==> src/rtl/sio_regbank_pkg.sv <==
package sio_regbank_pkg;

    localparam int unsigned BUS_W   = 32;
    localparam int unsigned LANES   = BUS_W / 8;
    localparam int unsigned BYTE_W  = 8;
    localparam int unsigned WADDR_W = 6;

    typedef enum logic [WADDR_W-1:0] {
        W_LINE  = 6'd0,
        W_LSTAT = 6'd1,
        W_ICTL  = 6'd2,
        W_ISTAT = 6'd3,
        W_FCTL  = 6'd4,
        W_BAUD  = 6'd5,
        W_TXBUF = 6'd8,
        W_RXBUF = 6'd12
    } word_sel_e;

    localparam logic [BUS_W-1:0] LINE_MASK  = 32'hE17F_0000;
    localparam logic [BUS_W-1:0] ICTL_MASK  = 32'h000F_0000;
    localparam logic [BUS_W-1:0] ISTAT_MASK = 32'h0007_0000;
    localparam logic [BUS_W-1:0] FCTL_MASK  = 32'h001F_0000;
    localparam logic [BUS_W-1:0] BAUD_MASK  = 32'h03FF_0000;

    localparam logic [BUS_W-1:0] LINE_RST = 32'h4000_0000;
    localparam logic [BUS_W-1:0] BAUD_RST = 32'h03FF_0000;

    // event flag / enable positions share one layout
    localparam int unsigned EV_RX  = 16;
    localparam int unsigned EV_TX  = 17;
    localparam int unsigned EV_ERR = 18;

    localparam int unsigned FC_EN  = 16;
    localparam int unsigned FC_RXF = 17;
    localparam int unsigned FC_TXF = 18;

    // data moves on the most significant lane (byte offset 0)
    localparam int unsigned DATA_LANE = LANES - 1;

    typedef struct packed {
        logic [BUS_W-1:0] line;
        logic [BUS_W-1:0] ictl;
        logic [BUS_W-1:0] istat;
        logic [BUS_W-1:0] fctl;
        logic [BUS_W-1:0] baud;
    } csr_state_t;

    function automatic logic [BUS_W-1:0] lane_bits(input logic [LANES-1:0] be);
        logic [BUS_W-1:0] m;
        m = '0;
        for (int j = 0; j < LANES; j++) begin
            m[8*j +: 8] = {8{be[j]}};
        end
        return m;
    endfunction

    function automatic logic [BUS_W-1:0] lane_merge(
        input logic [BUS_W-1:0] old,
        input logic [BUS_W-1:0] wdata,
        input logic [LANES-1:0] be,
        input logic [BUS_W-1:0] mask
    );
        logic [BUS_W-1:0] sel;
        sel = lane_bits(be);
        return mask & ((old & ~sel) | (wdata & sel));
    endfunction

    function automatic logic [BUS_W-1:0] lane_and(
        input logic [BUS_W-1:0] old,
        input logic [BUS_W-1:0] wdata,
        input logic [LANES-1:0] be,
        input logic [BUS_W-1:0] mask
    );
        logic [BUS_W-1:0] sel;
        sel = lane_bits(be);
        return mask & old & (wdata | ~sel);
    endfunction

    function automatic logic event_pending(input csr_state_t s);
        return |(s.istat[EV_ERR:EV_RX] & s.ictl[EV_ERR:EV_RX]);
    endfunction

endpackage

==> src/rtl/sio_byte_fifo.sv <==
module sio_byte_fifo #(
    parameter int unsigned DEPTH = 8,
    parameter int unsigned WIDTH = 8
) (
    input  logic             clk,
    input  logic             rst,
    input  logic             flush,
    input  logic             push,
    input  logic [WIDTH-1:0] push_data,
    input  logic             pop,
    output logic [WIDTH-1:0] head,
    output logic             empty,
    output logic             full
);
    localparam int unsigned PTR_W = (DEPTH > 1) ? $clog2(DEPTH) : 1;
    localparam int unsigned CNT_W = $clog2(DEPTH + 1);
    localparam logic [PTR_W-1:0] LAST_PTR = PTR_W'(DEPTH - 1);
    localparam logic [CNT_W-1:0] FULL_CNT = CNT_W'(DEPTH);

    logic [WIDTH-1:0] slots [DEPTH];
    logic [PTR_W-1:0] wr_ptr, rd_ptr;
    logic [CNT_W-1:0] count;
    logic             do_push, do_pop;

    function automatic logic [PTR_W-1:0] bump(input logic [PTR_W-1:0] p);
        return (p == LAST_PTR) ? '0 : p + 1'b1;
    endfunction

    assign empty   = (count == '0);
    assign full    = (count == FULL_CNT);
    assign do_push = push && !full;
    assign do_pop  = pop && !empty;
    assign head    = slots[rd_ptr];

    always_ff @(posedge clk) begin
        if (do_push) begin
            slots[wr_ptr] <= push_data;
        end
    end

    always_ff @(posedge clk) begin
        if (rst || flush) begin
            wr_ptr <= '0;
            rd_ptr <= '0;
            count  <= '0;
        end else begin
            if (do_push) wr_ptr <= bump(wr_ptr);
            if (do_pop)  rd_ptr <= bump(rd_ptr);
            case ({do_push, do_pop})
                2'b10:   count <= count + 1'b1;
                2'b01:   count <= count - 1'b1;
                default: count <= count;
            endcase
        end
    end

    // a push into a full queue leaves the occupancy unchanged
    p_full_drop_r12: assert property (@(posedge clk) disable iff (rst)
        (push && full && !pop && !flush) |=> (count == $past(count)));

    // popping an empty queue cannot underflow it
    p_empty_pop_r10: assert property (@(posedge clk) disable iff (rst)
        (pop && empty && !push && !flush) |=> empty);

endmodule

==> src/rtl/sio_ctrl_regs.sv <==
module sio_ctrl_regs
    import sio_regbank_pkg::*;
(
    input  logic               clk,
    input  logic               rst,
    input  logic               wr_en,
    input  word_sel_e          wr_word,
    input  logic [LANES-1:0]   wr_be,
    input  logic [BUS_W-1:0]   wr_data,
    input  logic               tx_empty,
    input  logic               rx_nonempty,
    output csr_state_t         csr,
    output logic               tx_flush,
    output logic               rx_flush
);
    csr_state_t csr_q, csr_d;

    always_comb begin
        csr_d    = csr_q;
        tx_flush = 1'b0;
        rx_flush = 1'b0;
        if (wr_en) begin
            case (wr_word)
                W_LINE:  csr_d.line  = lane_merge(csr_q.line,  wr_data, wr_be, LINE_MASK);
                W_ICTL:  csr_d.ictl  = lane_merge(csr_q.ictl,  wr_data, wr_be, ICTL_MASK);
                W_ISTAT: csr_d.istat = lane_and(csr_q.istat,   wr_data, wr_be, ISTAT_MASK);
                W_BAUD:  csr_d.baud  = lane_merge(csr_q.baud,  wr_data, wr_be, BAUD_MASK);
                W_FCTL: begin
                    csr_d.fctl = lane_merge(csr_q.fctl, wr_data, wr_be, FCTL_MASK);
                    if (csr_d.fctl[FC_EN]) begin
                        tx_flush = csr_d.fctl[FC_TXF];
                        rx_flush = csr_d.fctl[FC_RXF];
                    end
                end
                default: ;
            endcase
        end
        // queue state seen before the edge re-arms the flags after any clear
        if (rx_nonempty) csr_d.istat[EV_RX] = 1'b1;
        if (tx_empty)    csr_d.istat[EV_TX] = 1'b1;
    end

    always_ff @(posedge clk) begin
        if (rst) begin
            csr_q <= '{line: LINE_RST, ictl: '0, istat: '0, fctl: '0, baud: BAUD_RST};
        end else begin
            csr_q <= csr_d;
        end
    end

    assign csr = csr_q;

    // with no queue event, flags can only fall
    p_flags_only_fall_r5: assert property (@(posedge clk) disable iff (rst)
        (!rx_nonempty && !tx_empty) |=> ((csr_q.istat & ~$past(csr_q.istat)) == '0));

endmodule

==> src/rtl/sio_regbank.sv <==
module sio_regbank
    import sio_regbank_pkg::*;
#(
    parameter int unsigned FIFO_DEPTH = 8
) (
    input  logic         clk,
    input  logic         rst,
    input  logic         bus_sel,
    input  logic         bus_we,
    input  logic [5:0]   bus_waddr,
    input  logic [3:0]   bus_be,
    input  logic [31:0]  bus_wdata,
    output logic [31:0]  bus_rdata,
    output logic         irq,
    output logic [7:0]   tx_data,
    output logic         tx_valid,
    input  logic         tx_ready,
    input  logic [7:0]   rx_data,
    input  logic         rx_valid,
    output logic         rx_ready
);
    word_sel_e   word;
    logic        wr_en, rd_en;
    logic        tx_push, tx_flush, tx_empty, tx_full;
    logic        rx_pop, rx_flush, rx_empty, rx_full;
    logic [BYTE_W-1:0] rx_head;
    csr_state_t  csr;

    assign word    = word_sel_e'(bus_waddr);
    assign wr_en   = bus_sel && bus_we;
    assign rd_en   = bus_sel && !bus_we;
    assign tx_push = wr_en && (word == W_TXBUF) && bus_be[DATA_LANE];
    assign rx_pop  = rd_en && (word == W_RXBUF) && bus_be[DATA_LANE];

    sio_ctrl_regs u_regs (
        .clk         (clk),
        .rst         (rst),
        .wr_en       (wr_en),
        .wr_word     (word),
        .wr_be       (bus_be),
        .wr_data     (bus_wdata),
        .tx_empty    (tx_empty),
        .rx_nonempty (!rx_empty),
        .csr         (csr),
        .tx_flush    (tx_flush),
        .rx_flush    (rx_flush)
    );

    sio_byte_fifo #(.DEPTH(FIFO_DEPTH), .WIDTH(BYTE_W)) u_txq (
        .clk       (clk),
        .rst       (rst),
        .flush     (tx_flush),
        .push      (tx_push),
        .push_data (bus_wdata[BUS_W-1 -: BYTE_W]),
        .pop       (tx_ready),
        .head      (tx_data),
        .empty     (tx_empty),
        .full      (tx_full)
    );

    sio_byte_fifo #(.DEPTH(FIFO_DEPTH), .WIDTH(BYTE_W)) u_rxq (
        .clk       (clk),
        .rst       (rst),
        .flush     (rx_flush),
        .push      (rx_valid),
        .push_data (rx_data),
        .pop       (rx_pop),
        .head      (rx_head),
        .empty     (rx_empty),
        .full      (rx_full)
    );

    assign tx_valid = !tx_empty;
    assign rx_ready = !rx_full;
    assign irq      = event_pending(csr);

    always_comb begin
        bus_rdata = '0;
        case (word)
            W_LINE:  bus_rdata = csr.line;
            W_ICTL:  bus_rdata = csr.ictl;
            W_ISTAT: bus_rdata = csr.istat;
            W_FCTL:  bus_rdata = csr.fctl;
            W_BAUD:  bus_rdata = csr.baud;
            W_RXBUF: if (!rx_empty) bus_rdata[BUS_W-1 -: BYTE_W] = rx_head;
            default: ;
        endcase
    end

    // an empty transmit queue raises its flag at the next edge
    p_txflag_set_r6: assert property (@(posedge clk) disable iff (rst)
        !tx_valid |=> csr.istat[EV_TX]);

    p_rxflag_set_r6: assert property (@(posedge clk) disable iff (rst)
        !rx_empty |=> csr.istat[EV_RX]);

    // an enabled transmit flush leaves nothing to send
    p_flush_gate_r8: assert property (@(posedge clk) disable iff (rst)
        (wr_en && word == W_FCTL && bus_be[2] && bus_wdata[FC_EN] && bus_wdata[FC_TXF])
        |=> !tx_valid);

    // clearing all flags sticks when no queue event re-arms them
    p_flag_clear_r5: assert property (@(posedge clk) disable iff (rst)
        (wr_en && word == W_ISTAT && bus_be[2] && bus_wdata[EV_ERR:EV_RX] == 3'b000
         && tx_valid && rx_empty) |=> (csr.istat[EV_ERR:EV_RX] == 3'b000));

    // a full transmit queue with a stalled sink stays full
    p_tx_hold_r9: assert property (@(posedge clk) disable iff (rst)
        (tx_full && !tx_ready && !tx_flush) |=> tx_full);

endmodule

==> config.mk <==
export PLATFORM = sky130hd
export DESIGN_NAME = sio_regbank
export DESIGN_NICKNAME = d
export VERILOG_FILES = /design/src/rtl/sio_regbank_pkg.sv /design/src/rtl/sio_byte_fifo.sv /design/src/rtl/sio_ctrl_regs.sv /design/src/rtl/sio_regbank.sv
export SDC_FILE = /design/constraint.sdc
export NUM_CORES = 1
export LEC_CHECK = 0
export BUFFER_PORTS_ARGS = -buffer_cell sky130_fd_sc_hd__buf_4
export CAP_MARGIN = 25
export CORE_UTILIZATION = 32
export DETAILED_ROUTE_END_ITERATION = 10
export SLEW_MARGIN = 10
export SYNTH_ARGS = -nofsm -noshare
export SYNTH_HDL_FRONTEND = slang
export SYNTH_SLANG_ARGS = --single-unit
==> constraint.sdc <==
create_clock -name clk -period 2.99 [get_ports clk]
set_input_delay 0 -clock clk [delete_from_list [all_inputs] [get_ports clk]]
set_output_delay 0 -clock clk [all_outputs]
set_load 0.02 [all_outputs]
* After elaboration in Yosys (flattened, before gate mapping)
Memories as Yosys holds them, arrays and structs flattened. A register that Yosys moved wholly into a read port is not among the register bits.
Cells that the tools add are included.
** Cells by class
- Add/sub/neg operators :: 8
- Equality and inequality tests :: 18
- Multiplexer cells :: 29
- Bitwise operators :: 13
- Reductions and logical operators :: 32
** Operator list (count)
- one-hot mux 24 bit (5 select lines) :: 1
- two-way mux 82 bit :: 1
- AND 32 bit :: 2
- OR 32 bit :: 2
- AND 19 x 32 -> 32 bit :: 1
- NOT 32 bit :: 1
- one-hot mux 8 bit (4 select lines) :: 1
- AND 26 bit :: 1
- two-way mux 26 bit :: 1
- OR 26 bit :: 1
- two-way mux 3 bit :: 8
- AND 21 bit :: 1
- two-way mux 21 bit :: 1
- OR 21 bit :: 1
- AND 20 bit :: 1
- OR 20 bit :: 1
- two-way mux 18 bit :: 1
- one-hot mux 4 bit (2 select lines) :: 2
- AND reduction 2 bit :: 7
- adder 3 x 1 -> 3 bit, second input constant :: 4
- equality test 3 bit, second input constant :: 4
- equality test 6 x 2 -> 1 bit, second input constant :: 2
- equality test 6 x 3 -> 1 bit, second input constant :: 2
- equality test 6 x 4 -> 1 bit, second input constant :: 2
- other kinds (17) :: 51
** Word-level totals
- Register bits after elaboration :: 82
- Memory bits (writable) :: 128
- Input port bits :: 56
- Output and inout port bits :: 43
- Logic and storage cells :: 115
- Memories kept :: 2
** Memory list
- u_rxq.slots :: depth 8, bits a word 8, rd ports 1, clocked after Yosys merged registers in 1, wr ports 1, RTL line sio_byte_fifo.sv:20 : logic [WIDTH-1:0] slots [DEPTH];
- u_txq.slots :: depth 8, bits a word 8, rd ports 1, clocked after Yosys merged registers in 1, wr ports 1, RTL line sio_byte_fifo.sv:20

* Depth between registers and ports, before layout
Gate-level depths: netlist (run 1).
- Word-level depth :: 8
- Depth in mapped cells :: 12
- Mapped depth without buffers :: 10

* By module
From an unflattened synthesis (run 1), not the netlist that was laid out.
** Second synthesis, totals
- Cell total of the unflattened synthesis :: 869
- Area, all modules :: 10371.2 sq um
** By module, submodules not included
- sio_byte_fifo :: times used 2, cells an instance 174, area each 3111.7 sq um
- sio_ctrl_regs :: times used 1, cells an instance 282, area each 2451.1 sq um
- sio_regbank :: times used 1, cells an instance 239, area each 1696.6 sq um

* Worst setup path after synthesis (run 1)
OpenSTA, ideal clock, no wires.
- Kind :: register -> register
- Start point :: register u_txq.count[1]
- End point :: register u_txq.count[2]
- Library setup time :: 66 ps
- Arrival :: 2563 ps
- Setup slack :: 361 ps
- Stages on the path, launching flop included :: 13
- Period minus slack after synthesis :: 2629 ps
- Cell sequence :: dfxtp_1 -> buf_2 -> or4_1 -> clkbuf_1 -> nand2_1 -> inv_1 -> ha_1 -> xor2_1 -> ha_1 -> a21oi_1 -> xor2_1 -> or3_1 -> a21oi_2
** On the way
- Longest elaborated chain between the ends :: 5
- Elaborated cells on any way between the ends :: 12
** RTL lines
- from (decl) :: RTL line sio_byte_fifo.sv:22 : logic [CNT_W-1:0] count;
- from (signal assigned) :: RTL line sio_byte_fifo.sv:50 : 2'b10: count <= count + 1'b1;
- from (signal assigned) :: RTL line sio_byte_fifo.sv:51 : 2'b01: count <= count - 1'b1;
- from (signal assigned) :: RTL line sio_byte_fifo.sv:52 : default: count <= count;
- logical NOT 4 bit (*) :: RTL line sio_byte_fifo.sv:29 : assign empty = (count == '0);
- logical NOT 1 bit (*)
- via tx_valid :: RTL line sio_regbank.sv:16 : output logic tx_valid,
- logical AND 1 bit (*) :: RTL line sio_byte_fifo.sv:32 : assign do_pop = pop && !empty;
- equality test 2 x 1 -> 1 bit or equality test 2 bit (tied branches) :: RTL line sio_byte_fifo.sv:49 : case ({do_push, do_pop})
- one-hot mux 4 bit (2 select lines) or nonzero test 2 bit (tied branches)
Mark *: on every way through the listed nets, which the timed path passes. The rest lies on a longest branch.
A chain may end at the register's enable or synchronous reset.

* Final worst setup path (run 1)
- Start point :: register u_txq.count[0]
- End point :: register u_txq.count[2]
** On the way
- Longest elaborated chain between the ends :: 5
- Elaborated cells on any way between the ends :: 12
** RTL lines (RTL line)
- equality test 4 bit or logical NOT 4 bit (tied branches) :: sio_byte_fifo.sv:30, sio_byte_fifo.sv:29
- logical NOT 1 bit (on tied branches) :: sio_byte_fifo.sv:31, sio_byte_fifo.sv:32
- logical AND 1 bit (on tied branches) :: sio_byte_fifo.sv:31, sio_byte_fifo.sv:32
- equality test 2 x 1 -> 1 bit or equality test 2 bit (tied branches) :: sio_byte_fifo.sv:49
- one-hot mux 4 bit (2 select lines) or nonzero test 2 bit (tied branches)
Parallel ways exist; a longest one is shown, timed or not.

==> impl_summary.txt, run 1 <==
----------------------------------------------------
[Status]
  Run status ... finished clean

[Yosys]
  Total standard cell area after synthesis ... 8000 sq um
  FF+latch count, synth ... 187
  Number of enable flip-flop cells after synthesis ... 128
  Top cell type by total area after synthesis ... sky130_fd_sc_hd__edfxtp_1
  Cell with the most instances after synthesis ... sky130_fd_sc_hd__edfxtp_1
  Proportion of synthesized flip-flops having asynchronous set or reset ... 0%
  Most frequent cells after synthesis ... 128 x sky130_fd_sc_hd__edfxtp_1, 59 x sky130_fd_sc_hd__dfxtp_1, 43 x sky130_fd_sc_hd__nand3_1
  Post-Syn Instances ... 557
  Proportion of synthesized chip area in sequential cells ... 62.8%
  Most common flop cell mapped by yosys ... sky130_fd_sc_hd__edfxtp_1
  Most area-consuming cells after synthesis ... sky130_fd_sc_hd__edfxtp_1 48%, sky130_fd_sc_hd__dfxtp_1 15%, sky130_fd_sc_hd__mux4_2 9.0%
  Total of warnings raised by yosys ... 0
  Average cell area after synthesis ... 14.4 sq um
  Area share of the largest cell type after synthesis ... 48.1%
  Count of distinct cell types in the synthesized netlist ... 49

[Worst setup path]
  Number of buffer and inverter stages on the critical path ... 1
  First element of the critical path ... u_txq.count[0]$_SDFFE_PP0P_
  R2r startpoint ... u_txq.count[0]$_SDFFE_PP0P_
  Dominant delay contributor by cell family on the critical path ... simple AND/OR/NAND/NOR gates
  Reg-to-reg setup timing slack ... 0.27 ns
  Worst setup path category ... register to register
  Setup crit end ... u_txq.count[2]$_SDFFE_PP0P_
  Cell chain of the critical path ... or4_1, nand2_1, inv_1, ha_1, xor2_1, ha_1, a21oi_1, xor2_1, or3_1, a21oi_2
  Endpoint of the worst register-to-register path ... u_txq.count[2]$_SDFFE_PP0P_
  Data required, critical path ... 3.35 ns
  Crit path capture type ... register
  Crit path depth ... 10
  Worst Path Arrival ... 3.08 ns
  Cell at the slowest stage of the critical path ... sky130_fd_sc_hd__or4_1
  CP Launch Type ... register
  Length in cells of the worst reg-to-reg path ... 10
  Max Fanout on Critical Path ... 6
  Slowest stage delay, CP ... 0.64 ns

[Timing]
  Worst-case headroom to the max-slew limit ... 45.1%
  Highest achievable clock rate ... 0.367 GHz
  Minimum period implied by the final worst setup slack ... 2.72 ns
  Max Slew Vio Count ... 0
  Count of final setup violators ... 0
  Least setup slack across all paths after layout ... 0.265 ns
  Number of failing hold endpoints at the final stage ... 0
  Hold slack final ... 0.0397 ns
  Setup repair after global routing missed its margin ... no
  Worst-Margin Slew ... 0.822 ns
  Final worst clock skew ... 0.0248 ns
  Sum of negative setup slack ... 0 ns
  Part of the cycle the worst path needs ... 91.1%

[Floorplan]
  Core footprint ... 24400 sq um
  Area of the die ... 25600 sq um
  Starting density of the core ... 32.8%
  Die W ... 160 um
  Ports ... 99
  Vertical die dimension ... 160 um
  Number of placement rows ... 57

[Power and ir drop]
  Max IR drop VDD ... 0.279 mV
  Pleak ... 3.45 nW
  Tot Pwr ... 5.29 mW
  Power per unit of standard cell area ... 545 nW/um^2

[Global routing]
  Number of global-route vias before repair ... 5175
  Number of antenna violations at the first check in global routing ... 0
  Remaining global-route overflow ... 0
  Pin count of the biggest net entering global routing ... 25
  First-pass GRT wire length ... 28.0 mm
  GRT Overall Usage ... 14.3%

[Place]
  Sum of net half-perimeters after detailed placement ... 12.1 mm
  Buffers added on ports ... 64
  Routability cong. ... 0.800
  Pre-CTS setup slack ... 0.290 ns

[Clock network]
  CTS Buf Count ... 17
  Longest Clk Path Bufs ... 2
  CTS tree ... yes
  Source-to-sink clock delay at the later pin of the worst-skew pair ... 0.44 ns
  Root Buffer Master ... sky130_fd_sc_hd__clkbuf_16
  Total number of H-tree levels ... 4
  Count of buffers added by post-CTS timing repair for setup ... 0
  Clock transition at the registers of the reported paths ... 0.07 ns
  Post-cts resize count ... 0
  TritonCTS sink count ... 187

[Flow run]
  Max-Cap Viols ... 0

[Drt]
  Number of iterations in the first detailed-routing pass ... 4
  Total DRC errors in the routed layout ... 0
  ANT nets after route ... 0
  DRT iter0 DRCs ... 357
  Drt wl/cell ... 17.4 um
  Via count normalized by instance count ... 4.90
  Via count of the routed design ... 4894
  Total Routed Length ... 17.3 mm

[Worst hold path]
  Beginning of the worst hold path ... bus_be[2]
  Path category of the worst min-delay check ... input pin to register

[Cells and area]
  Number of nets at the end of the flow ... 731
  Fraction of the core area covered by cells at the end of the flow ... 39.8%
  Number of antenna diodes ... 0
  Proportion of layout cells with a drive suffix above 1 ... 27.0%
  Area added between synthesis and finish ... 21.5%
  Count of filler cells inserted in the layout ... 2260

----------------------------------------------------
-- cell type report --
class                           instances  area, sq um  area share, %
Sequential cell                       187         5020           51.7
Multi-Input combinational cell        335         2720           28.0
Timing Repair Buffer                  116          946           9.73
Clock buffer                           17          425           4.38
Tap cell                              324          405           4.17
Clock inverter                         15          184           1.89
Inverter                                4         15.0          0.154
-- kinds of logic after synthesis --
kind of cell             synth area share (%)
flip-flops                               62.8
AO/OA/AOI/OAI                            6.07
multiplexers                             13.1
buffers and inverters                    3.86
AND/OR/NAND/NOR                          11.2
other                                  0.0469
XOR/XNOR                                0.657
adder cells (fa/ha/maj)                  2.19
-- layout by cell type, fill, tap and decap left out, types with 3 or more instances in the layout --
cell	instances
sky130_fd_sc_hd__clkbuf_16	17
sky130_fd_sc_hd__nand2b_1	5
sky130_fd_sc_hd__mux2i_1	24
sky130_fd_sc_hd__buf_4	86
sky130_fd_sc_hd__or4_1	3
sky130_fd_sc_hd__dlygate4sd3_1	30
sky130_fd_sc_hd__inv_1	4
sky130_fd_sc_hd__or3_1	6
sky130_fd_sc_hd__nor2b_1	3
sky130_fd_sc_hd__nor4b_1	3
sky130_fd_sc_hd__mux4_2	32
sky130_fd_sc_hd__xor2_1	6
sky130_fd_sc_hd__clkinv_8	4
sky130_fd_sc_hd__edfxtp_1	128
sky130_fd_sc_hd__dfxtp_1	59
sky130_fd_sc_hd__a222oi_1	3
sky130_fd_sc_hd__a21oi_2	15
sky130_fd_sc_hd__inv_8	6
sky130_fd_sc_hd__o21ai_0	18
sky130_fd_sc_hd__nand2_1	35
sky130_fd_sc_hd__nor4_1	3
sky130_fd_sc_hd__a21oi_1	16
sky130_fd_sc_hd__ha_1	14
sky130_fd_sc_hd__and2_1	4
sky130_fd_sc_hd__nor2_1	27
sky130_fd_sc_hd__o2bb2ai_1	3
sky130_fd_sc_hd__and3_1	4
sky130_fd_sc_hd__nor2_2	5
sky130_fd_sc_hd__nor3_1	9
sky130_fd_sc_hd__conb_1	16
sky130_fd_sc_hd__a211oi_1	3
sky130_fd_sc_hd__mux2_2	8
sky130_fd_sc_hd__a221o_1	3
sky130_fd_sc_hd__a21o_1	4
sky130_fd_sc_hd__nand3_1	43
-- through the flow --
stage	cell area (sq um)	std cells
floorplan	8050	572
global placement	8810	936
detailed placement	8810	936
CTS	9720	998
global route	9720	998
finish	9720	998
-- layer usage --
metal  vias up  global-route usage (%)  share of wire, %
met5         -                       0                 0
met4         0                    3.55              0.68
met3        11                    3.64               4.2
met2       103                    25.7                54
met1      2467                    16.9                42
li1       2313                       -                 -
-- report_power, final --
| group | internal, mW | total, mW | switching [mW] |
|---|---|---|---|
| logic | 0.104 | 0.245 | 0.141 |
| clock network | 1.14 | 2.25 | 1.10 |
| registers | 2.78 | 2.80 | 0.0158 |
| total | 4.03 | 5.29 | 1.26 |
-- worst reg2reg max path: cells and delay by family (launching register included) --
| kind | cells | cell delay, ns |
|---|---|---|
| xor gates and xnor gates | 2 | 0.27 |
| buffers and inverters | 1 | 0.09 |
| adders and majority gates | 2 | 0.48 |
| AOI/OAI and AO/OA | 2 | 0.30 |
| and+or+nand+nor | 3 | 1.17 |
| DFF | 1 | 0.36 |
-- worst min-delay path by stage --
stage	cells after the start	end	slack [ns]
after floorplan	1	u_regs.csr[48]$_SDFFE_PP0P_	0.07
after global routing	3	u_regs.csr[82]$_SDFFE_PP0P_	0.04
final	3	u_regs.csr[49]$_SDFFE_PP0P_	0.04
after detailed placement	1	u_rxq.slots[5][6]$_DFFE_PP_	0.24
after CTS	3	u_regs.csr[49]$_SDFFE_PP0P_	0.01
after global placement	1	u_rxq.slots[5][7]$_DFFE_PP_	0.23
-- timing repair --
| action | in CTS | in global routing |
|---|---|---|
| setup endpoints to repair | 0 | 0 |
| hold buffers | 30 | 0 |
| hold endpoints to repair | 171 | 0 |
No activity file was read; power rests on OpenSTA's default activity.
==> run 2, diff against run 1 <==
--- a/config.mk
+++ b/config.mk
@@ -9,6 +9,7 @@
 export CAP_MARGIN = 25
 export CORE_UTILIZATION = 32
 export DETAILED_ROUTE_END_ITERATION = 10
+export SKIP_CTS_REPAIR_TIMING = 1
 export SLEW_MARGIN = 10
 export SYNTH_ARGS = -nofsm -noshare
 export SYNTH_HDL_FRONTEND = slang
==> constraint.sdc (replaced) <==
create_clock -name clk -period 3.5 [get_ports clk]
set_input_delay 0 -clock clk [delete_from_list [all_inputs] [get_ports clk]]
set_output_delay 0 -clock clk [all_outputs]
set_load 0.02 [all_outputs]
==> impl_summary.txt, run 2 (synthesized netlist as in run 1, its figures left out) <==
----------------------------------------------------
[Clock network]
  Root Buffer Master ... sky130_fd_sc_hd__clkbuf_16 (unchanged)
  CTS tree ... yes (unchanged)
  Source-to-sink clock delay at the later pin of the worst-skew pair ... 0.43 ns (was 0.44 ns)
  Clock transition at the registers of the reported paths ... 0.08 ns (was 0.07 ns)
  Longest Clk Path Bufs ... 2 (unchanged)
  TritonCTS sink count ... 187 (unchanged)
  CTS Buf Count ... 17 (unchanged)
  Total number of H-tree levels ... 4 (unchanged)

[Timing]
  Hold slack final ... -0.00543 ns (was 0.0397 ns)
  Count of final setup violators ... 0 (unchanged)
  Number of failing hold endpoints at the final stage ... 2 (was 0)
  Worst-case headroom to the max-slew limit ... 31.0% (was 45.1%)
  Sum of negative setup slack ... 0 ns (unchanged)
  Max Slew Vio Count ... 0 (unchanged)
  Final worst clock skew ... 0.0126 ns (was 0.0248 ns)
  Highest achievable clock rate ... 0.368 GHz (was 0.367 GHz)
  Setup repair after global routing missed its margin ... no (unchanged)
  Part of the cycle the worst path needs ... 77.6% (was 91.1%)
  Worst-Margin Slew ... 1.03 ns (was 0.822 ns)
  Minimum period implied by the final worst setup slack ... 2.72 ns (about the same)

[Floorplan]
  Core footprint ... 24400 sq um (unchanged)
  Starting density of the core ... 32.8% (unchanged)
  Die W ... 160 um (unchanged)
  Vertical die dimension ... 160 um (unchanged)
  Area of the die ... 25600 sq um (unchanged)
  Number of placement rows ... 57 (unchanged)
  Ports ... 99 (unchanged)

[Place]
  Sum of net half-perimeters after detailed placement ... 11.7 mm (was 12.1 mm)
  Routability cong. ... 0.780 (was 0.800)
  DP Cell Count ... 922 (was 936)
  Buffers added on ports ... 64 (unchanged)

[Worst setup path]
  Length in cells of the worst reg-to-reg path ... 10 (unchanged)
  Worst setup path category ... register to register (unchanged)
  Data required, critical path ... 3.86 ns (was 3.35 ns)
  Crit path capture type ... register (unchanged)
  Max Fanout on Critical Path ... 6 (unchanged)
  Reg-to-reg setup timing slack ... 0.78 ns (was 0.27 ns)
  Endpoint of the worst register-to-register path ... u_txq.count[2]$_SDFFE_PP0P_ (unchanged)
  R2r startpoint ... u_txq.count[0]$_SDFFE_PP0P_ (unchanged)
  CP Launch Type ... register (unchanged)
  Worst Path Arrival ... 3.07 ns (was 3.08 ns)

[Drt]
  Number of iterations in the first detailed-routing pass ... 4 (unchanged)
  Total Routed Length ... 17.2 mm (was 17.3 mm)
  Via count normalized by instance count ... 4.95 (was 4.90)
  DRT iter0 DRCs ... 320 (was 357)
  Total DRC errors in the routed layout ... 0 (unchanged)
  Via count of the routed design ... 4864 (was 4894)
  ANT nets after route ... 0 (unchanged)
  Drt wl/cell ... 17.5 um (was 17.4 um)

[Power and ir drop]
  Cell-internal power ... 3.57 mW (was 4.03 mW)
  Comb power frac ... 4.4% (was 4.6%)
  Max IR drop VDD ... 0.309 mV (was 0.279 mV)
  Switch share ... 22.9% (was 23.8%)
  Pleak ... 3.39 nW (was 3.45 nW)
  Part of the power in registers ... 51.6% (was 52.9%)
  Power per unit of standard cell area ... 481 nW/um^2 (was 545 nW/um^2)
  Sw Pwr ... 1.06 mW (was 1.26 mW)
  Tot Pwr ... 4.64 mW (was 5.29 mW)
  Clock power share ... 44.0% (was 42.5%)

[Cells and area]
  Count of filler cells inserted in the layout ... 2296 (was 2260)
  Number of antenna diodes ... 0 (unchanged)
  Final Instance Count excl. Fillers ... 982 (was 998)
  Leading cell type in the layout, fill and taps excluded ... sky130_fd_sc_hd__edfxtp_1 (unchanged)
  Number of nets at the end of the flow ... 715 (was 731)
  Area added between synthesis and finish ... 20.6% (was 21.5%)
  Proportion of layout cells with a drive suffix above 1 ... 26.1% (was 27.0%)
  Top library cells by usage in the layout, fill and taps aside ... 128 x sky130_fd_sc_hd__edfxtp_1, 72 x sky130_fd_sc_hd__buf_4, 59 x sky130_fd_sc_hd__dfxtp_1 (was 128 x sky130_fd_sc_hd__edfxtp_1, 86 x sky130_fd_sc_hd__buf_4, 59 x sky130_fd_sc_hd__dfxtp_1)

[Global routing]
  Most Used Layer, Global Route ... met2 (unchanged)
  First-pass GRT wire length ... 27.1 mm (was 28.0 mm)
  Number of antenna violations at the first check in global routing ... 0 (unchanged)
  Met3 track demand over resource ... 3.19% (was 3.64%)
  Number of global-route vias before repair ... 4894 (was 5175)
  Remaining global-route overflow ... 0 (unchanged)
  Pin count of the biggest net entering global routing ... 25 (unchanged)
  GRT Overall Usage ... 13.9% (was 14.3%)
  Met1 Track Usage GR ... 16.7% (was 16.9%)
  Met2 routing resource usage after global routing ... 24.1% (was 25.7%)

[Worst hold path]
  Worst hold path cell count ... 4 (was 3)
  Beginning of the worst hold path ... bus_waddr[2] (was bus_be[2])
  Hold Path End ... u_txq.wr_ptr[1]$_SDFFE_PP0P_ (was u_regs.csr[49]$_SDFFE_PP0P_)
  Path category of the worst min-delay check ... input pin to register (unchanged)

[Status]
  Violated checks ... negative hold slack
  Run status ... complete, but fails checks (was finished clean)

[Flow run]
  Max-Cap Viols ... 0 (unchanged)

----------------------------------------------------
run 2: power groups by stage:
stage / Sequential (mW) / Clock (mW) / Combinational, mW
6_report: 2.39 / 2.04 / 0.206
5_1_grt: 2.39 / 2.16 / 0.224
4_1_cts: 2.39 / 2.08 / 0.182
3_5_place_dp: 2.44 / 0 / 0.181
3_3_place_gp: 2.44 / 0 / 0.173
2_1_floorplan: 2.44 / 0 / 0.111
run 2: worst max path at each step:
stage                     depth (start not counted)                          end                   startpoint  slack (ns)
final                                            10  u_txq.count[2]$_SDFFE_PP0P_  u_txq.count[0]$_SDFFE_PP0P_        0.78
after global routing                             10  u_txq.count[2]$_SDFFE_PP0P_  u_txq.count[0]$_SDFFE_PP0P_        0.65
after CTS                                        10  u_txq.count[2]$_SDFFE_PP0P_  u_txq.count[0]$_SDFFE_PP0P_        0.77
after detailed placement                         10  u_txq.count[2]$_SDFFE_PP0P_  u_txq.count[0]$_SDFFE_PP0P_        0.79
after global placement                           10  u_txq.count[2]$_SDFFE_PP0P_  u_txq.count[0]$_SDFFE_PP0P_        0.89
after floorplan                                  12  u_txq.count[2]$_SDFFE_PP0P_  u_txq.count[1]$_SDFFE_PP0P_        0.87
run 2: cell type report:
cell class | count | area, sq um | share of cell area, %
inverter | 4 | 15.0 | 0.156
sequential | 187 | 5020 | 52.1
timing repair buffer | 100 | 826 | 8.56
clock inverter | 15 | 211 | 2.19
multi-input combinational | 335 | 2730 | 28.4
clock buffer | 17 | 425 | 4.41
tap | 324 | 405 | 4.20
run 2: layer usage:
layer | share of wire [%] | wire (um) | vias up
li1 | - | - | 2293
met1 | 43 | 7360 | 2432
met2 | 52 | 8890 | 121
met3 | 3.9 | 666 | 18
met4 | 1.4 | 241 | 0
met5 | 0 | 0 | -
run 2: worst max-delay path, stage by stage, from the launching register on:
cell                      delay, ns
sky130_fd_sc_hd__dfxtp_1       0.36
sky130_fd_sc_hd__or4_1         0.62
sky130_fd_sc_hd__nand2_1       0.19
sky130_fd_sc_hd__inv_1         0.10
sky130_fd_sc_hd__ha_1          0.27
sky130_fd_sc_hd__xor2_1        0.17
sky130_fd_sc_hd__ha_1          0.22
sky130_fd_sc_hd__a21oi_1       0.16
sky130_fd_sc_hd__xor2_1        0.10
sky130_fd_sc_hd__or3_1         0.33
sky130_fd_sc_hd__a21oi_2       0.14
run 2: through the flow:
| stage | utilization (%) | worst slack (ns) | cell area, sq um | hold WS [ns] |
|---|---|---|---|---|
| 2_1_floorplan | - | 0.871 | 8050 | 0.0728 |
| 3_3_place_gp | 35.7 | 0.888 | 8720 | 0.227 |
| 3_5_place_dp | 35.7 | 0.791 | 8720 | 0.240 |
| 4_1_cts | 38.4 | 0.772 | 9360 | -0.213 |
| 5_1_grt | 39.5 | 0.645 | 9640 | 0.00770 |
| 6_report | 39.5 | 0.782 | 9640 | -0.00543 |
==> run 3, diff against run 2 <==
--- a/config.mk
+++ b/config.mk
@@ -5,6 +5,7 @@
 export SDC_FILE = /design/constraint.sdc
 export NUM_CORES = 1
 export LEC_CHECK = 0
+export ABC_AREA = 1
 export BUFFER_PORTS_ARGS = -buffer_cell sky130_fd_sc_hd__buf_4
 export CAP_MARGIN = 25
 export CORE_UTILIZATION = 32
==> constraint.sdc (replaced) <==
create_clock -name clk -period 2.73 [get_ports clk]
set_input_delay 0 -clock clk [delete_from_list [all_inputs] [get_ports clk]]
set_output_delay 0 -clock clk [all_outputs]
set_load 0.02 [all_outputs]
==> impl_summary.txt, run 3 <==
----------------------------------------------------
[Worst setup path]
  Crit path capture type ... register (unchanged)
  Endpoint of the worst register-to-register path ... u_txq.count[2]$_SDFFE_PP0P_ (unchanged)
  First element of the critical path ... bus_waddr[0] (was u_txq.count[0]$_SDFFE_PP0P_)
  Number of buffer and inverter stages on the critical path ... 4 (was 1)
  Worst setup path category ... input pin to register (was register to register)
  Cell chain of the critical path ... dlygate4sd3_1, buf_4, nor2_1, nand2_2, nor2_1, nand3_1, inv_1, ha_1, inv_1, nand2_1, nand2_1, ha_1, a21oi_1, or2_2, nand3_1, o21ai_0, nor2_1 (was or4_1, nand2_1, inv_1, ha_1, xor2_1, ha_1, a21oi_1, xor2_1, or3_1, a21oi_2)
  Crit path depth ... 17 (was 10)
  Slowest stage delay, CP ... 0.53 ns (was 0.62 ns)
  R2r startpoint ... u_txq.count[2]$_SDFFE_PP0P_ (was u_txq.count[0]$_SDFFE_PP0P_)
  CP Launch Type ... input pin (was register)
  Top cell by count, worst path ... sky130_fd_sc_hd__nor2_1
  Reg-to-reg setup timing slack ... 0.44 ns (was 0.78 ns)
  Dominant delay contributor by cell family on the critical path ... simple AND/OR/NAND/NOR gates (unchanged)
  Length in cells of the worst reg-to-reg path ... 15 (was 10)
  Max Fanout on Critical Path ... 11 (was 6)
  Cell at the slowest stage of the critical path ... sky130_fd_sc_hd__dlygate4sd3_1 (was sky130_fd_sc_hd__or4_1)
  Worst Path Arrival ... 2.68 ns (was 3.07 ns)
  Data required, critical path ... 3.05 ns (was 3.86 ns)

[Drt]
  DRT iter0 DRCs ... 285 (was 320)
  Amount of wire on met3 after detailed routing ... 657 um (was 666 um)
  Met1 wire length ... 8.16 mm (was 7.36 mm)
  Total Routed Length ... 17.9 mm (was 17.2 mm)
  Number of iterations in the first detailed-routing pass ... 5 (was 4)
  Via count normalized by instance count ... 4.58 (was 4.95)
  ANT nets after route ... 0 (unchanged)
  Via count of the routed design ... 5982 (was 4864)
  Drt wl/cell ... 13.7 um (was 17.5 um)
  Wire length on met2 ... 8.84 mm (was 8.89 mm)
  Uppermost routed layer ... met4 (unchanged)
  Total DRC errors in the routed layout ... 0 (unchanged)

[Yosys]
  Number of enable flip-flop cells after synthesis ... 128 (unchanged)
  Post-Syn Instances ... 853 (was 557)
  Proportion of synthesized flip-flops having asynchronous set or reset ... 0% (unchanged)
  Proportion of synthesized chip area in sequential cells ... 61.6% (was 62.8%)
  Count of distinct cell types in the synthesized netlist ... 34 (was 49)
  Synthesized-area fraction occupied by ao, oa, aoi and oai cells ... 10.6% (was 6.07%)
  Total of warnings raised by yosys ... 0 (unchanged)
  Main combinational cell family by area after synthesis ... simple AND/OR/NAND/NOR gates (was multiplexers)
  Total standard cell area after synthesis ... 8160 sq um (was 8000 sq um)
  Top cell type by total area after synthesis ... sky130_fd_sc_hd__edfxtp_1 (unchanged)
  Simple-gate portion of the synthesized area ... 20.0% (was 11.2%)
  Portion of netlist area occupied by mux cells ... 0% (was 13.1%)
  FF+latch count, synth ... 187 (unchanged)
  Most common flop cell mapped by yosys ... sky130_fd_sc_hd__edfxtp_1 (unchanged)
  Adder-cell share of the synthesized area ... 2.15% (was 2.19%)
  Average cell area after synthesis ... 9.57 sq um (was 14.4 sq um)
  Synth Area in XOR/XNOR ... 0% (was 0.657%)
  Most frequent cells after synthesis ... 170 x sky130_fd_sc_hd__nor2_1, 154 x sky130_fd_sc_hd__nand2_1, 128 x sky130_fd_sc_hd__edfxtp_1 (was 128 x sky130_fd_sc_hd__edfxtp_1, 59 x sky130_fd_sc_hd__dfxtp_1, 43 x sky130_fd_sc_hd__nand3_1)
  Most area-consuming cells after synthesis ... sky130_fd_sc_hd__edfxtp_1 47%, sky130_fd_sc_hd__dfxtp_1 14%, sky130_fd_sc_hd__nor2_1 7.8% (was sky130_fd_sc_hd__edfxtp_1 48%, sky130_fd_sc_hd__dfxtp_1 15%, sky130_fd_sc_hd__mux4_2 9.0%)
  Area share of the largest cell type after synthesis ... 47.1% (was 48.1%)
  Cell with the most instances after synthesis ... sky130_fd_sc_hd__nor2_1 (was sky130_fd_sc_hd__edfxtp_1)

[Global routing]
  Number of global-route vias before repair ... 5512 (was 4894)
  Pin count of the biggest net entering global routing ... 33 (was 25)
  Remaining global-route overflow ... 0 (unchanged)
  Number of antenna violations at the first check in global routing ... 0 (unchanged)
  First-pass GRT wire length ... 28.4 mm (was 27.1 mm)
  GRT Overall Usage ... 14.2% (was 13.9%)

[Worst hold path]
  Path category of the worst min-delay check ... input pin to register (unchanged)
  Beginning of the worst hold path ... bus_waddr[1] (was bus_waddr[2])
  Worst hold path cell count ... 5 (was 4)

[Floorplan]
  Area of the die ... 26100 sq um (was 25600 sq um)
  Die W ... 162 um (was 160 um)
  Vertical die dimension ... 162 um (was 160 um)
  Starting density of the core ... 32.5% (was 32.8%)
  Number of placement rows ... 58 (was 57)
  Core footprint ... 25100 sq um (was 24400 sq um)
  Ports ... 99 (unchanged)

[Status]
  Run status ... finished clean (was complete, but fails checks)

[Place]
  Pre-CTS setup slack ... 0.465 ns (was 0.791 ns)
  Routability cong. ... 0.775 (was 0.780)
  Buffers added on ports ... 64 (unchanged)
  DP Cell Count ... 1243 (was 922)
  Sum of net half-perimeters after detailed placement ... 11.8 mm (was 11.7 mm)

[Clock network]
  Source-to-sink clock delay at the later pin of the worst-skew pair ... 0.44 ns (was 0.43 ns)
  TritonCTS sink count ... 187 (unchanged)
  Root Buffer Master ... sky130_fd_sc_hd__clkbuf_16 (unchanged)
  Total number of H-tree levels ... 4 (unchanged)
  Clock transition at the registers of the reported paths ... 0.07 ns (was 0.08 ns)
  Longest Clk Path Bufs ... 2 (unchanged)
  CTS Buf Count ... 17 (unchanged)
  CTS tree ... yes (unchanged)

[Cells and area]
  Final Instance Count excl. Fillers ... 1305 (was 982)
  Register area ... 5020 sq um (unchanged)
  Count of filler cells inserted in the layout ... 2457 (was 2296)
  Area added between synthesis and finish ... 22.2% (was 20.6%)
  Number of nets at the end of the flow ... 1032 (was 715)
  Fraction of the core area covered by cells at the end of the flow ... 39.7% (was 39.5%)
  Leading cell type in the layout, fill and taps excluded ... sky130_fd_sc_hd__nor2_1 (was sky130_fd_sc_hd__edfxtp_1)
  Number of antenna diodes ... 0 (unchanged)
  Combined area of the multi-input logic cells ... 2730 sq um (about the same)
  Top library cells by usage in the layout, fill and taps aside ... 170 x sky130_fd_sc_hd__nor2_1, 154 x sky130_fd_sc_hd__nand2_1, 128 x sky130_fd_sc_hd__edfxtp_1 (was 128 x sky130_fd_sc_hd__edfxtp_1, 72 x sky130_fd_sc_hd__buf_4, 59 x sky130_fd_sc_hd__dfxtp_1)
  Proportion of layout cells with a drive suffix above 1 ... 14.9% (was 26.1%)

[Timing]
  Least setup slack across all paths after layout ... 0.372 ns (was 0.782 ns)
  Part of the cycle the worst path needs ... 86.4%
  Max Slew Vio Count ... 0 (unchanged)
  Highest achievable clock rate ... 0.424 GHz
  Worst-Margin Slew ... 0.776 ns (was 1.03 ns)
  Count of final setup violators ... 0 (unchanged)
  Worst-case headroom to the max-slew limit ... 48.2% (was 31.0%)
  Number of failing hold endpoints at the final stage ... 0 (was 2)
  Setup repair after global routing missed its margin ... no (unchanged)
  Minimum period implied by the final worst setup slack ... 2.36 ns
  Sum of negative setup slack ... 0 ns (unchanged)
  Final worst clock skew ... 0.0151 ns (was 0.0126 ns)

[Power and ir drop]
  Pleak ... 3.92 nW (was 3.39 nW)
  Power per unit of standard cell area ... 608 nW/um^2 (was 481 nW/um^2)
  Max IR drop VDD ... 0.300 mV (was 0.309 mV)
  Tot Pwr ... 6.06 mW (was 4.64 mW)

[Flow run]
  Max-Cap Viols ... 0 (unchanged)

----------------------------------------------------
run 3: changes by cell type after synthesis, sizes merged, moves of 13 or more:
cell and change:
buf -13, inv +55, mux2i -24, mux4 -32, nand2 +124, nor2 +144, o211ai +15, o21ai +84
run 3: layout make-up:
| class | instances | area share, % |
|---|---|---|
| Inverter | 59 | 2.22 |
| Clock inverter | 14 | 1.63 |
| Multi-Input combinational cell | 579 | 27.4 |
| Tap cell | 330 | 4.14 |
| Sequential cell | 187 | 50.4 |
| Timing Repair Buffer | 118 | 9.81 |
| Clock buffer | 18 | 4.41 |
run 3: worst min-delay path, cell delays in order:
cell	delay, ns
sky130_fd_sc_hd__buf_4	0.12
sky130_fd_sc_hd__nand3_1	0.12
sky130_fd_sc_hd__nor3_4	0.08
sky130_fd_sc_hd__nor2_1	0.08
sky130_fd_sc_hd__nor2_1	0.05
run 3: power by group:
group          switching (mW)  internal [mW]
registers              0.0214           3.06
logic                   0.340          0.204
clock network            1.17           1.26
run 3: worst max-delay path by stage:
| stage | slack, ns | end |
|---|---|---|
| after floorplan | 0.64 | u_txq.count[2]$_SDFFE_PP0P_ |
| after global placement | 0.51 | u_txq.count[2]$_SDFFE_PP0P_ |
| after detailed placement | 0.46 | u_txq.count[2]$_SDFFE_PP0P_ |
| after CTS | 0.44 | u_txq.count[2]$_SDFFE_PP0P_ |
| after global routing | 0.11 | u_rxq.count[2]$_SDFFE_PP0P_ |
| final | 0.37 | u_rxq.count[2]$_SDFFE_PP0P_ |
run 3: per-stage QoR:
step	hold WS, ns	instance area, sq um
final	0.0554	9970
after detailed placement	0.218	9050
after global placement	0.210	9050
after global routing	0.0667	9970
after floorplan	0.0989	8220
after CTS	-0.234	9650
run 3: cell families (layout without fill, tap and decap cells):
logic type      Yosys count  after routing
other cells               1             16
simple gates            393            393
fa+ha+maj                14             14
compound gates          156            156
buf+inv                 102            209
flops                   187            187
run 3: per-layer routing:
metal  vias to the layer above  global-route usage, %
met5                         -                      0
met4                         0                   5.19
met3                        18                   2.63
met2                       124                   24.2
met1                      2762                   17.8
li1                       3078                      -
